## src/rtl/dram_dec_pkg.sv

```systemverilog
package dram_dec_pkg;
  typedef enum logic [2:0] {
    CYC_IDLE   = 3'd0,
    CYC_ROWSEL = 3'd1,
    CYC_CBR    = 3'd2,
    CYC_HIDDEN = 3'd3,
    CYC_TEST   = 3'd4,
    CYC_READ   = 3'd5,
    CYC_EWRITE = 3'd6,
    CYC_RMW    = 3'd7
  } cyc_e;
endpackage

```

## src/rtl/strobe_sampler.sv

```systemverilog
module strobe_sampler #(
  parameter int LANES = 4
) (
  input  logic             clk_i,
  input  logic             rst_ni,
  input  logic             ras_n_i,
  input  logic [LANES-1:0] cas_n_i,
  input  logic             we_n_i,
  output logic             ras_fall_o,
  output logic             ras_rise_o,
  output logic             cas_low_o,
  output logic             cas_fall_o,
  output logic             we_fall_o
);
  logic ras_q, cas_low_q, we_q;

  assign cas_low_o  = ~&cas_n_i;
  assign ras_fall_o = ras_q & ~ras_n_i;
  assign ras_rise_o = ~ras_q & ras_n_i;
  assign cas_fall_o = cas_low_o & ~cas_low_q;
  assign we_fall_o  = we_q & ~we_n_i;

  always_ff @(posedge clk_i or negedge rst_ni) begin
    if (!rst_ni) begin
      ras_q     <= 1'b1;
      cas_low_q <= 1'b0;
      we_q      <= 1'b1;
    end else begin
      ras_q     <= ras_n_i;
      cas_low_q <= cas_low_o;
      we_q      <= we_n_i;
    end
  end
endmodule

```

## src/rtl/refresh_counter.sv

```systemverilog
module refresh_counter #(
  parameter int ROW_W = 12
) (
  input  logic             clk_i,
  input  logic             rst_ni,
  input  logic             inc_i,
  output logic [ROW_W-1:0] row_o
);
  always_ff @(posedge clk_i or negedge rst_ni) begin
    if (!rst_ni)    row_o <= '0;
    else if (inc_i) row_o <= row_o + 1'b1;  // natural wrap at 2**ROW_W
  end
endmodule

```

## src/rtl/cycle_classifier.sv

```systemverilog
module cycle_classifier
  import dram_dec_pkg::*;
#(
  parameter int ADDR_W = 12,
  parameter int LANES  = 4
) (
  input  logic              clk_i,
  input  logic              rst_ni,
  input  logic              ras_n_i,
  input  logic [LANES-1:0]  cas_n_i,
  input  logic              we_n_i,
  input  logic [ADDR_W-1:0] addr_i,
  input  logic              ras_fall_i,
  input  logic              ras_rise_i,
  input  logic              cas_low_i,
  input  logic              cas_fall_i,
  input  logic              we_fall_i,
  input  logic [ADDR_W-1:0] ref_row_i,
  output cyc_e              cycle_type_o,
  output logic              test_mode_o,
  output logic [ADDR_W-1:0] row_o,
  output logic [ADDR_W-1:0] col_o,
  output logic              wr_stb_o,
  output logic [LANES-1:0]  wr_lane_o,
  output logic              rd_start_o,
  output logic              ref_inc_o
);
  logic cas_held_q;
  logic first_cas, ewr_start, rmw_start;

  assign first_cas  = cas_fall_i & ~ras_n_i & (cycle_type_o == CYC_ROWSEL);
  assign rd_start_o = first_cas & we_n_i;
  assign ewr_start  = first_cas & ~we_n_i;
  assign rmw_start  = we_fall_i & cas_low_i & (cycle_type_o == CYC_READ);
  assign ref_inc_o  = ras_rise_i &
                      ((cycle_type_o == CYC_CBR) || (cycle_type_o == CYC_HIDDEN));

  always_ff @(posedge clk_i or negedge rst_ni) begin
    if (!rst_ni) begin
      cycle_type_o <= CYC_IDLE;
      test_mode_o  <= 1'b0;
      row_o        <= '0;
      col_o        <= '0;
      cas_held_q   <= 1'b0;
      wr_stb_o     <= 1'b0;
      wr_lane_o    <= '0;
    end else begin
      wr_stb_o <= ewr_start | rmw_start;
      if (ewr_start | rmw_start) wr_lane_o <= ~cas_n_i;
      // held-low flag survives a row strobe rise; drops with all column strobes
      if (!cas_low_i)     cas_held_q <= 1'b0;
      else if (first_cas) cas_held_q <= 1'b1;

      if (ras_fall_i) begin
        if (cas_low_i && !we_n_i) begin
          cycle_type_o <= CYC_TEST;
          test_mode_o  <= 1'b1;
        end else if (cas_low_i) begin
          cycle_type_o <= cas_held_q ? CYC_HIDDEN : CYC_CBR;
          test_mode_o  <= 1'b0;
          row_o        <= ref_row_i;
        end else begin
          cycle_type_o <= CYC_ROWSEL;
          row_o        <= addr_i;
        end
      end else if (ras_rise_i) begin
        if (cycle_type_o == CYC_ROWSEL) test_mode_o <= 1'b0;
        cycle_type_o <= CYC_IDLE;
      end else if (first_cas) begin
        col_o        <= addr_i;
        cycle_type_o <= we_n_i ? CYC_READ : CYC_EWRITE;
      end else if (rmw_start) begin
        cycle_type_o <= CYC_RMW;
      end
    end
  end
endmodule

```

## src/rtl/dq_enable.sv

```systemverilog
module dq_enable #(
  parameter int LANES = 4
) (
  input  logic             clk_i,
  input  logic             rst_ni,
  input  logic             ras_n_i,
  input  logic [LANES-1:0] cas_n_i,
  input  logic             oe_n_i,
  input  logic             rd_start_i,
  output logic             dq_oe_o
);
  logic data_on_q;

  always_ff @(posedge clk_i or negedge rst_ni) begin
    if (!rst_ni)                       data_on_q <= 1'b0;
    else if (ras_n_i && (&cas_n_i))    data_on_q <= 1'b0;
    else if (rd_start_i)               data_on_q <= 1'b1;
  end

  assign dq_oe_o = data_on_q & ~oe_n_i;
endmodule

```

## src/rtl/dram_strobe_decoder.sv

```systemverilog
module dram_strobe_decoder
  import dram_dec_pkg::*;
#(
  parameter int ADDR_W = 12,
  parameter int LANES  = 4
) (
  input  logic              clk_i,
  input  logic              rst_ni,
  input  logic              ras_n_i,
  input  logic [LANES-1:0]  cas_n_i,
  input  logic              we_n_i,
  input  logic              oe_n_i,
  input  logic [ADDR_W-1:0] addr_i,
  output logic [2:0]        cycle_type_o,
  output logic              test_mode_o,
  output logic [ADDR_W-1:0] row_o,
  output logic [ADDR_W-1:0] col_o,
  output logic [ADDR_W-1:0] ref_row_o,
  output logic              wr_stb_o,
  output logic [LANES-1:0]  wr_lane_o,
  output logic              dq_oe_o
);
  logic ras_fall, ras_rise, cas_low, cas_fall, we_fall;
  logic rd_start, ref_inc;
  cyc_e cyc;

  strobe_sampler #(.LANES(LANES)) u_smp (
    .clk_i, .rst_ni, .ras_n_i, .cas_n_i, .we_n_i,
    .ras_fall_o(ras_fall), .ras_rise_o(ras_rise), .cas_low_o(cas_low),
    .cas_fall_o(cas_fall), .we_fall_o(we_fall)
  );

  refresh_counter #(.ROW_W(ADDR_W)) u_ref (
    .clk_i, .rst_ni, .inc_i(ref_inc), .row_o(ref_row_o)
  );

  cycle_classifier #(.ADDR_W(ADDR_W), .LANES(LANES)) u_cls (
    .clk_i, .rst_ni, .ras_n_i, .cas_n_i, .we_n_i, .addr_i,
    .ras_fall_i(ras_fall), .ras_rise_i(ras_rise), .cas_low_i(cas_low),
    .cas_fall_i(cas_fall), .we_fall_i(we_fall), .ref_row_i(ref_row_o),
    .cycle_type_o(cyc), .test_mode_o, .row_o, .col_o,
    .wr_stb_o, .wr_lane_o, .rd_start_o(rd_start), .ref_inc_o(ref_inc)
  );

  dq_enable #(.LANES(LANES)) u_dq (
    .clk_i, .rst_ni, .ras_n_i, .cas_n_i, .oe_n_i,
    .rd_start_i(rd_start), .dq_oe_o
  );

  assign cycle_type_o = cyc;
endmodule

```

## config.mk

```make
export PLATFORM = sky130hd
export DESIGN_NAME = dram_strobe_decoder
export DESIGN_NICKNAME = d
export VERILOG_FILES = /design/src/rtl/dram_dec_pkg.sv /design/src/rtl/strobe_sampler.sv /design/src/rtl/refresh_counter.sv /design/src/rtl/cycle_classifier.sv /design/src/rtl/dq_enable.sv /design/src/rtl/dram_strobe_decoder.sv
export SDC_FILE = /design/constraint.sdc
export NUM_CORES = 1
export LEC_CHECK = 0
export ABC_AREA = 1
export BUFFER_PORTS_ARGS = -buffer_cell sky130_fd_sc_hd__buf_2
export CAP_MARGIN = 30
export CELL_PAD_IN_SITES_DETAIL_PLACEMENT = 0
export CELL_PAD_IN_SITES_GLOBAL_PLACEMENT = 1
export CORE_ASPECT_RATIO = 0.6
export CORE_MARGIN = 4
export CORE_UTILIZATION = 37
export CTS_BUF_LIST = sky130_fd_sc_hd__clkbuf_16
export DETAILED_ROUTE_END_ITERATION = 6
export GPL_ROUTABILITY_DRIVEN = 0
export PLACE_DENSITY = 0.9
export SLEW_MARGIN = 20
export SYNTH_ARGS = -nofsm -noshare
export SYNTH_HDL_FRONTEND = slang
export SYNTH_HIERARCHICAL = 1
export SYNTH_SLANG_ARGS = --single-unit
```

## constraint.sdc

```tcl
create_clock -name clk_i -period 1.9 [get_ports clk_i]
set_input_delay 0 -clock clk_i [delete_from_list [all_inputs] [get_ports clk_i]]
set_output_delay 0 -clock clk_i [all_outputs]
set_load 0.05 [all_outputs]
```

==> metrics, run 1 <==
status finished, final reports clean; Ant. Diodes 0; CP Cell Sequence dlygate4sd3_1 > buf_2 > inv_1 > nor2_2 > inv_1 > nor3_1 > buf_4 > nand3_1 > nor2_4 > nand2_1 > nand2_1 > nand2_1; Hold WS 0.00921 ns; CTS Root Cell clkbuf_16; Sum Neg Setup Slack 0 ns; Routed WL per cell between 10 and 15 um; Largest stage delay, worst path about 0.52 ns; Critical Path Source Type primary input; CP Capture Type register; first-pass GRT wire length 9.74 mm; FF-to-FF Start u_smp/ras_q$_DFF_PN1_; post-synthesis sequential area ratio 0.538; cell mode on critical path nand2_1; Core Region a little over 0.006 sq mm; initial antenna violation count 0; max cap viols 0; pre-CTS setup slack 0.250 ns; met2 Use GR 0.220; Crit Path Category in -> reg; area of the multi-input gates 898 sq um; syn avg cell area approximately 8.5 sq um; Die ar. 0.00767 sq mm; PwrDens 1090 mW/mm^2; later-pin clock latency in the skew report around 0.28 ns; Syn Inst Count 274; Yosys top cell area share 0.516; Final Hold Fails 0; CP max FO 6; Peak supply drop ~760 uV; Worst-path clk slew around 0.06 ns; Buf/Inv on CP 5; min cycle time layout 1.67 ns; vias in the first global route between 1500 and 2000; worst setup margin 0.228 ns; Final setup viols 0; grt total ovfl 0; die width about 110 um; multiplexer share of the synthesized area 0.00484; reg-to-reg endpoint u_cls/col_o[10]$_DFFE_PN0P_; reg2reg setup slack 0.32 ns; CP arrival around 1.9 ns; DRT Wirelength a little under 6 mm; Hold Crit Depth 4; flops & latches, synth 50; DIE HEIGHT ~69 um; Post-Syn Area roughly 0.0023 sq mm; DRT Pass-1 Iters 4; met3 global-route usage 0.0375; synth unique cells 28; Hold Startpoint cas_n_i[2]; fmax between 500 and 600 MHz; hold crit path type in -> reg; CTS tree yes; Yosys top cell by area dfrtp_1; most used routing layer met1; Fillers 616; IO Port Bufs 66; leakage 1.64 nW; Avg Vias per Cell ~4.6; Area contributors post-synth dfrtp_1, nand2_1, inv_1; Hold Path Sink u_cls/wr_lane_o[2]$_DFFE_PN0P_; Synth Area in Compound Gates 0.0790; post-synthesis adder-cell area fraction 0.00537; CP top delay family buffers and inverters; CTS sink count 50; Register Area 0.00125 sq mm; simple-gate share of the synthesized area 0.267; First DRT Iteration DRCs between 150 and 200; total number of vias around 2000; RSZ-0062 raised after global routing false; Net count, final 384; max_slew headroom 0.604; largest family of logic cells by synthesized area simple AND/OR/NAND/NOR gates; clock skew 0.00577 ns; warnings from Yosys 6; area grow syn2layout 32.1%; H-tree depth 2; pin count of the biggest net entering global routing 26; cts bufs inserted 5; Initial Util 0.381; Post-CTS Setup Inserts 0; post-DP HPWL 4.33 mm; Post-Synth XOR/XNOR Area 0.0263; GR Util met1 0.245; CP required 2.08 ns; syn nets 296; count of pins over their slew limit 0; layout cells sized above 1 0.259; clk buf depth 2; # DRC 0; Total Power 3.34 mW; period utilization 0.880; worst-margin pin slew 0.593 ns; R2R depth 7; CP max stage cell dlygate4sd3_1; standard-cell row count 22; antenna-violating nets left 0; Total Routing Usage GR 0.159; IO Count 67
[power breakdown]
part,leakage (nW),total (mW),internal (mW),switching (mW)
Combinational,0.943,1.13,0.279,0.851
Clock,0.0724,0.833,0.476,0.357
Sequential,0.621,1.38,1.23,0.144
[final cells by class]
cell class              instances  area share
repair buffers                 89       0.182
clock inverters                 3     0.00407
inverters                      32      0.0391
clock buffers                   5      0.0407
flip-flops and latches         50       0.408
multi-input cells             184       0.292
well taps                      84      0.0342
[Yosys cell counts]
cell type and count:
a21oi_1 2, a21oi_4 1, a31oi_1 14, buf_2 2, buf_4 2, buf_6 3
clkbuf_2 1, dfrtp_1 48, dfstp_2 2, ha_1 1, inv_1 31, inv_2 1
mux2_2 1, nand2_1 88, nand2_2 2, nand2_4 1, nand3_1 14, nand3_2 1
nand3b_1 1, nand4_1 3, nor2_1 26, nor2_2 4, nor2_4 3, nor3_1 1
o21ai_0 12, o21ai_1 2, xnor2_1 3, xor2_1 4
[logic make-up (layout without fill, tap and decap cells)]
kind of cell	Yosys count	after routing
fa+ha+maj	1	1
flops	50	50
compound gates	31	31
mux	1	1
xor+xnor	7	7
buf+inv	40	129
simple gates	144	144
[repair_timing]
item | 4_1_cts | 5_1_grt
hold buffers | 18 | 0
resized for setup | 0 | 2
hold endpoints to repair | 42 | 0
setup endpoints to repair | 0 | 2
[sequential cells by signal (all words and copies together), names as in the netlist]
signal and flops:
u_ref/row_o 12, u_cls/cas_held_q 1, u_smp/cas_low_q 1, u_dq/data_on_q 1
u_cls/col_o 12, u_smp/we_q 1, u_cls/row_o 12, u_smp/ras_q 1
u_cls/test_mode_o 1, u_cls/wr_stb_o 1, u_cls/wr_lane_o 4, u_cls/cycle_type_o 3
[worst register-to-register path, stage by stage (launching register included)]
cell and delay (ns):
dfstp_2 0.53, inv_1 0.04, nor2_1 0.18, nor2_2 0.11, inv_1 0.33, nor2_4 0.15, nand2_1 0.10, nand2_1 0.05
[worst max path at each step]
| stage | start | endpoint | slack (ns) | cells after the start |
|---|---|---|---|---|
| 2_1_floorplan | u_cls/cycle_type_o[1]$_DFFE_PN0P_ | u_ref/row_o[10]$_DFFE_PN0P_ | 0.08 | 7 |
| 3_3_place_gp | u_smp/ras_q$_DFF_PN1_ | u_ref/row_o[10]$_DFFE_PN0P_ | 0.28 | 9 |
| 3_5_place_dp | u_smp/ras_q$_DFF_PN1_ | u_ref/row_o[10]$_DFFE_PN0P_ | 0.25 | 9 |
| 4_1_cts | ras_n_i | u_ref/row_o[10]$_DFFE_PN0P_ | 0.12 | 12 |
| 5_1_grt | ras_n_i | u_ref/row_o[10]$_DFFE_PN0P_ | 0.08 | 12 |
| 6_report | ras_n_i | u_ref/row_o[8]$_DFFE_PN0P_ | 0.23 | 12 |
[cells in the final DEF (no fill, tap or decap), types with 5 or more instances in the layout]
cell type,netlist,final
a31oi_1,14,14
buf_2,2,66
clkbuf_16,0,5
dfrtp_1,48,48
dlygate4sd3_1,0,18
inv_1,31,32
nand2_1,88,88
nand3_1,14,14
nor2_1,26,25
o21ai_0,12,12
[routing by layer]
layer,up-vias,part of all wire
met5,-,0
met4,0,0.0071
met3,4,0.074
met2,72,0.42
met1,931,0.50
li1,1041,-
[metrics by stage]
stage | util | area, sq um | instances
finish | 0.503 | 3080 | 447
detailed placement | 0.450 | 2750 | 421
global route | 0.503 | 3080 | 447
global placement | 0.450 | 2750 | 421
CTS | 0.502 | 3070 | 447
floorplan | - | 2330 | 274
Note: power is estimated with default switching activity, not from simulation.
==> run 2, diff against run 1 <==
--- a/config.mk
+++ b/config.mk
@@ -6,19 +6,18 @@
 export NUM_CORES = 1
 export LEC_CHECK = 0
 export ABC_AREA = 1
-export BUFFER_PORTS_ARGS = -buffer_cell sky130_fd_sc_hd__buf_2
 export CAP_MARGIN = 30
 export CELL_PAD_IN_SITES_DETAIL_PLACEMENT = 0
 export CELL_PAD_IN_SITES_GLOBAL_PLACEMENT = 1
 export CORE_ASPECT_RATIO = 0.6
 export CORE_MARGIN = 4
-export CORE_UTILIZATION = 37
+export CORE_UTILIZATION = 46
 export CTS_BUF_LIST = sky130_fd_sc_hd__clkbuf_16
 export DETAILED_ROUTE_END_ITERATION = 6
+export DONT_BUFFER_PORTS = 1
 export GPL_ROUTABILITY_DRIVEN = 0
-export PLACE_DENSITY = 0.9
+export PLACE_DENSITY_LB_ADDON = 0.1
 export SLEW_MARGIN = 20
 export SYNTH_ARGS = -nofsm -noshare
 export SYNTH_HDL_FRONTEND = slang
-export SYNTH_HIERARCHICAL = 1
 export SYNTH_SLANG_ARGS = --single-unit
==> metrics, run 2 <==
Ant. Diodes 0 (unchanged); flops & latches, synth 50 (unchanged); syn avg cell area 8.85 sq um (+4.2%); DRT Pass-1 Iters 4 (unchanged); Syn Inst Count 266 (-2.9%); antenna-violating nets left 0 (unchanged); CTS tree yes; synth unique cells 28 (unchanged); Post-Syn Area 0.00235 sq mm (+1.1%); IO Port Bufs 0 (-100%); count of pins over their slew limit 0 (unchanged); Avg Vias per Cell 4.99 (+9.0%); Area contributors post-synth dfrtp_1, nand2_1, inv_1; CP max stage cell dfstp_2; cell mode on critical path nand2_1; later-pin clock latency in the skew report 0.28 ns (about the same); post-DP HPWL 4.11 mm (-5.0%); Total Routing Usage GR 0.187 (+0.0281); worst-margin pin slew 0.510 ns (-0.0836 ns); period utilization 0.826 (-0.0539); Initial Util 0.495 (+0.114); Post-synth EDFFs 0 (unchanged); syn nets 290 (-2.0%); # DRC 0 (unchanged); H-tree depth 2 (unchanged); CP max FO 13 (+7); status finished, final reports clean; Worst-path clk slew 0.06 ns (about the same); Yosys top cell area share 0.510 (-0.00576); Net count, final 325 (-15%); max cap viols 0 (unchanged); cts bufs inserted 5 (unchanged); Hold WS 0.0198 ns (+0.0105 ns); top flop regs u_cls.col_o: 12 flops, u_cls.row_o: 12 flops, u_ref.row_o: 12 flops; leakage 1.47 nW (-10%); Largest stage delay, worst path 0.53 ns (about the same); synth cell count leaders nand2_1, dfrtp_1, inv_1; Sum Neg Setup Slack 0 ns (unchanged); Peak supply drop 634 uV (-17%); Routed WL per cell 15.7 um (+18%); pre-CTS setup slack 0.332 ns (+0.0817 ns); CP required 2.12 ns (+0.04 ns); CP arrival 1.79 ns (-0.06 ns); warnings from Yosys 0 (-6); Final setup viols 0 (unchanged); clock skew 0.00613 ns (+0.000359 ns); ys async rst share 1.00 (unchanged); Critical Path Source Type register; min cycle time layout 1.57 ns (-0.102 ns); fmax 637 MHz (+6.5%); CP Cell Sequence ha_1 > inv_1 > nor2_4 > nand2_1 > nand2_1; Fillers 439 (-29%); post-cts resize count 0 (unchanged); worst setup margin 0.331 ns (+0.102 ns); post-synthesis sequential area ratio 0.532 (-0.00601); DRT Wirelength 5.75 mm (-3.5%); standard-cell row count 19 (-14%); ys flop type dfrtp_1; commonest cells after routing, fill and taps aside nand2_1, dfrtp_1, inv_1; CTS Root Cell clkbuf_16; first-pass GRT wire length 9.16 mm (-6.0%); Total Power 3.40 mW (+1.7%); Final Hold Fails 0 (unchanged); PwrDens 1190 mW/mm^2 (+9.9%); Crit Path Category reg -> reg; DIE HEIGHT 63.4 um (-8.7%); initial antenna violation count 0 (unchanged); CTS sink count 50 (unchanged); clk buf depth 2 (unchanged); Core Region 0.00475 sq mm (-22%); CP Capture Type register; max_slew headroom 0.660 (+0.0557); most frequent cell after synthesis nand2_1; layout cells sized above 1 0.136 (-0.123); vias in the first global route 1730 (-7.1%); pin count of the biggest net entering global routing 51 (+96%); most common cell after layout, fill and taps aside nand2_1; die width 100 um (-9.1%); hold crit path type in -> reg; Yosys top cell by area dfrtp_1; Final Cell Area 0.00285 sq mm (-7.4%); placed inst area 0.00249 sq mm (-9.4%); grt total ovfl 0 (unchanged); total number of vias 1822 (-11%); area grow syn2layout 20.9%; RSZ-0062 raised after global routing false; Die ar. 0.00637 sq mm (-17%); IO Count 67 (unchanged); First DRT Iteration DRCs 87 (-45%)
## run 2: final timing paths
| check | startpoint | to | depth (start not counted) | slack, ns |
|---|---|---|---|---|
| hold / removal | addr_i[7] | u_cls.row_o[7]$_DFFE_PN0P_ | 3 | 0.02 |
| max in group asynchronous | rst_ni | u_smp.we_q$_DFF_PN1_ | 2 | 1.38 |
| hold reg to reg | u_dq.data_on_q$_DFFE_PN0P_ | u_dq.data_on_q$_DFFE_PN0P_ | 2 | 0.53 |
| setup reg to reg | u_smp.ras_q$_DFF_PN1_ | u_cls.col_o[1]$_DFFE_PN0P_ | 5 | 0.33 |
| min in group asynchronous | rst_ni | u_smp.cas_low_q$_DFF_PN0_ | 2 | 0.25 |
| setup / recovery | u_smp.ras_q$_DFF_PN1_ | u_cls.col_o[1]$_DFFE_PN0P_ | 5 | 0.33 |
## run 2: per-layer routing
metal  vias to the layer above  track usage  wire (um)
li1                        911            -          -
met1                       849        0.300       2900
met2                        60        0.235       2260
met3                         2       0.0617        545
met4                         0       0.0454         35
met5                         -            0          0
## run 2: worst max-delay path: cells and delay by family, from the launching register on
family                   cells  cell delay (ns)
buffers and inverters        1             0.25
flip-flops                   1             0.53
AND/OR/NAND/NOR              3             0.47
adder cells (fa/ha/maj)      1             0.26
## run 2: cells by family after synthesis
kind of cell	after synthesis	share of synthesized area
adders and majority gates	3	0.0159
buffers and inverters	36	0.0696
and+or+nand+nor	128	0.256
muxes	1	0.00478
DFF	50	0.532
xor gates and xnor gates	9	0.0335
AOI/OAI and AO/OA	39	0.0882
## run 2: where the power goes
| part | switching [mW] | internal, mW |
|---|---|---|
| logic | 0.495 | 0.256 |
| clock network | 0.359 | 0.476 |
| registers | 0.574 | 1.24 |
## run 2: what timing repair did
item                                   in CTS  in global routing
setup buffers                               0                  0
endpoints found under the hold margin      82                  0
hold buffers                               20                  0
## run 2: through the flow
| stage | util | std cells |
|---|---|---|
| final | 0.599 | 365 |
| after global routing | 0.599 | 365 |
| after CTS | 0.599 | 365 |
| after detailed placement | 0.524 | 337 |
| after global placement | 0.524 | 337 |
| after floorplan | - | 266 |
## run 2: layout make-up
type	instances	area [sq um]	share of cell area
sequential	50	1250	0.440
multi-input combinational	180	937	0.329
timing repair buffer	35	330	0.116
clock buffer	5	125	0.0440
inverter	29	109	0.0382
tap	63	78.8	0.0277
clock inverter	3	12.5	0.00440
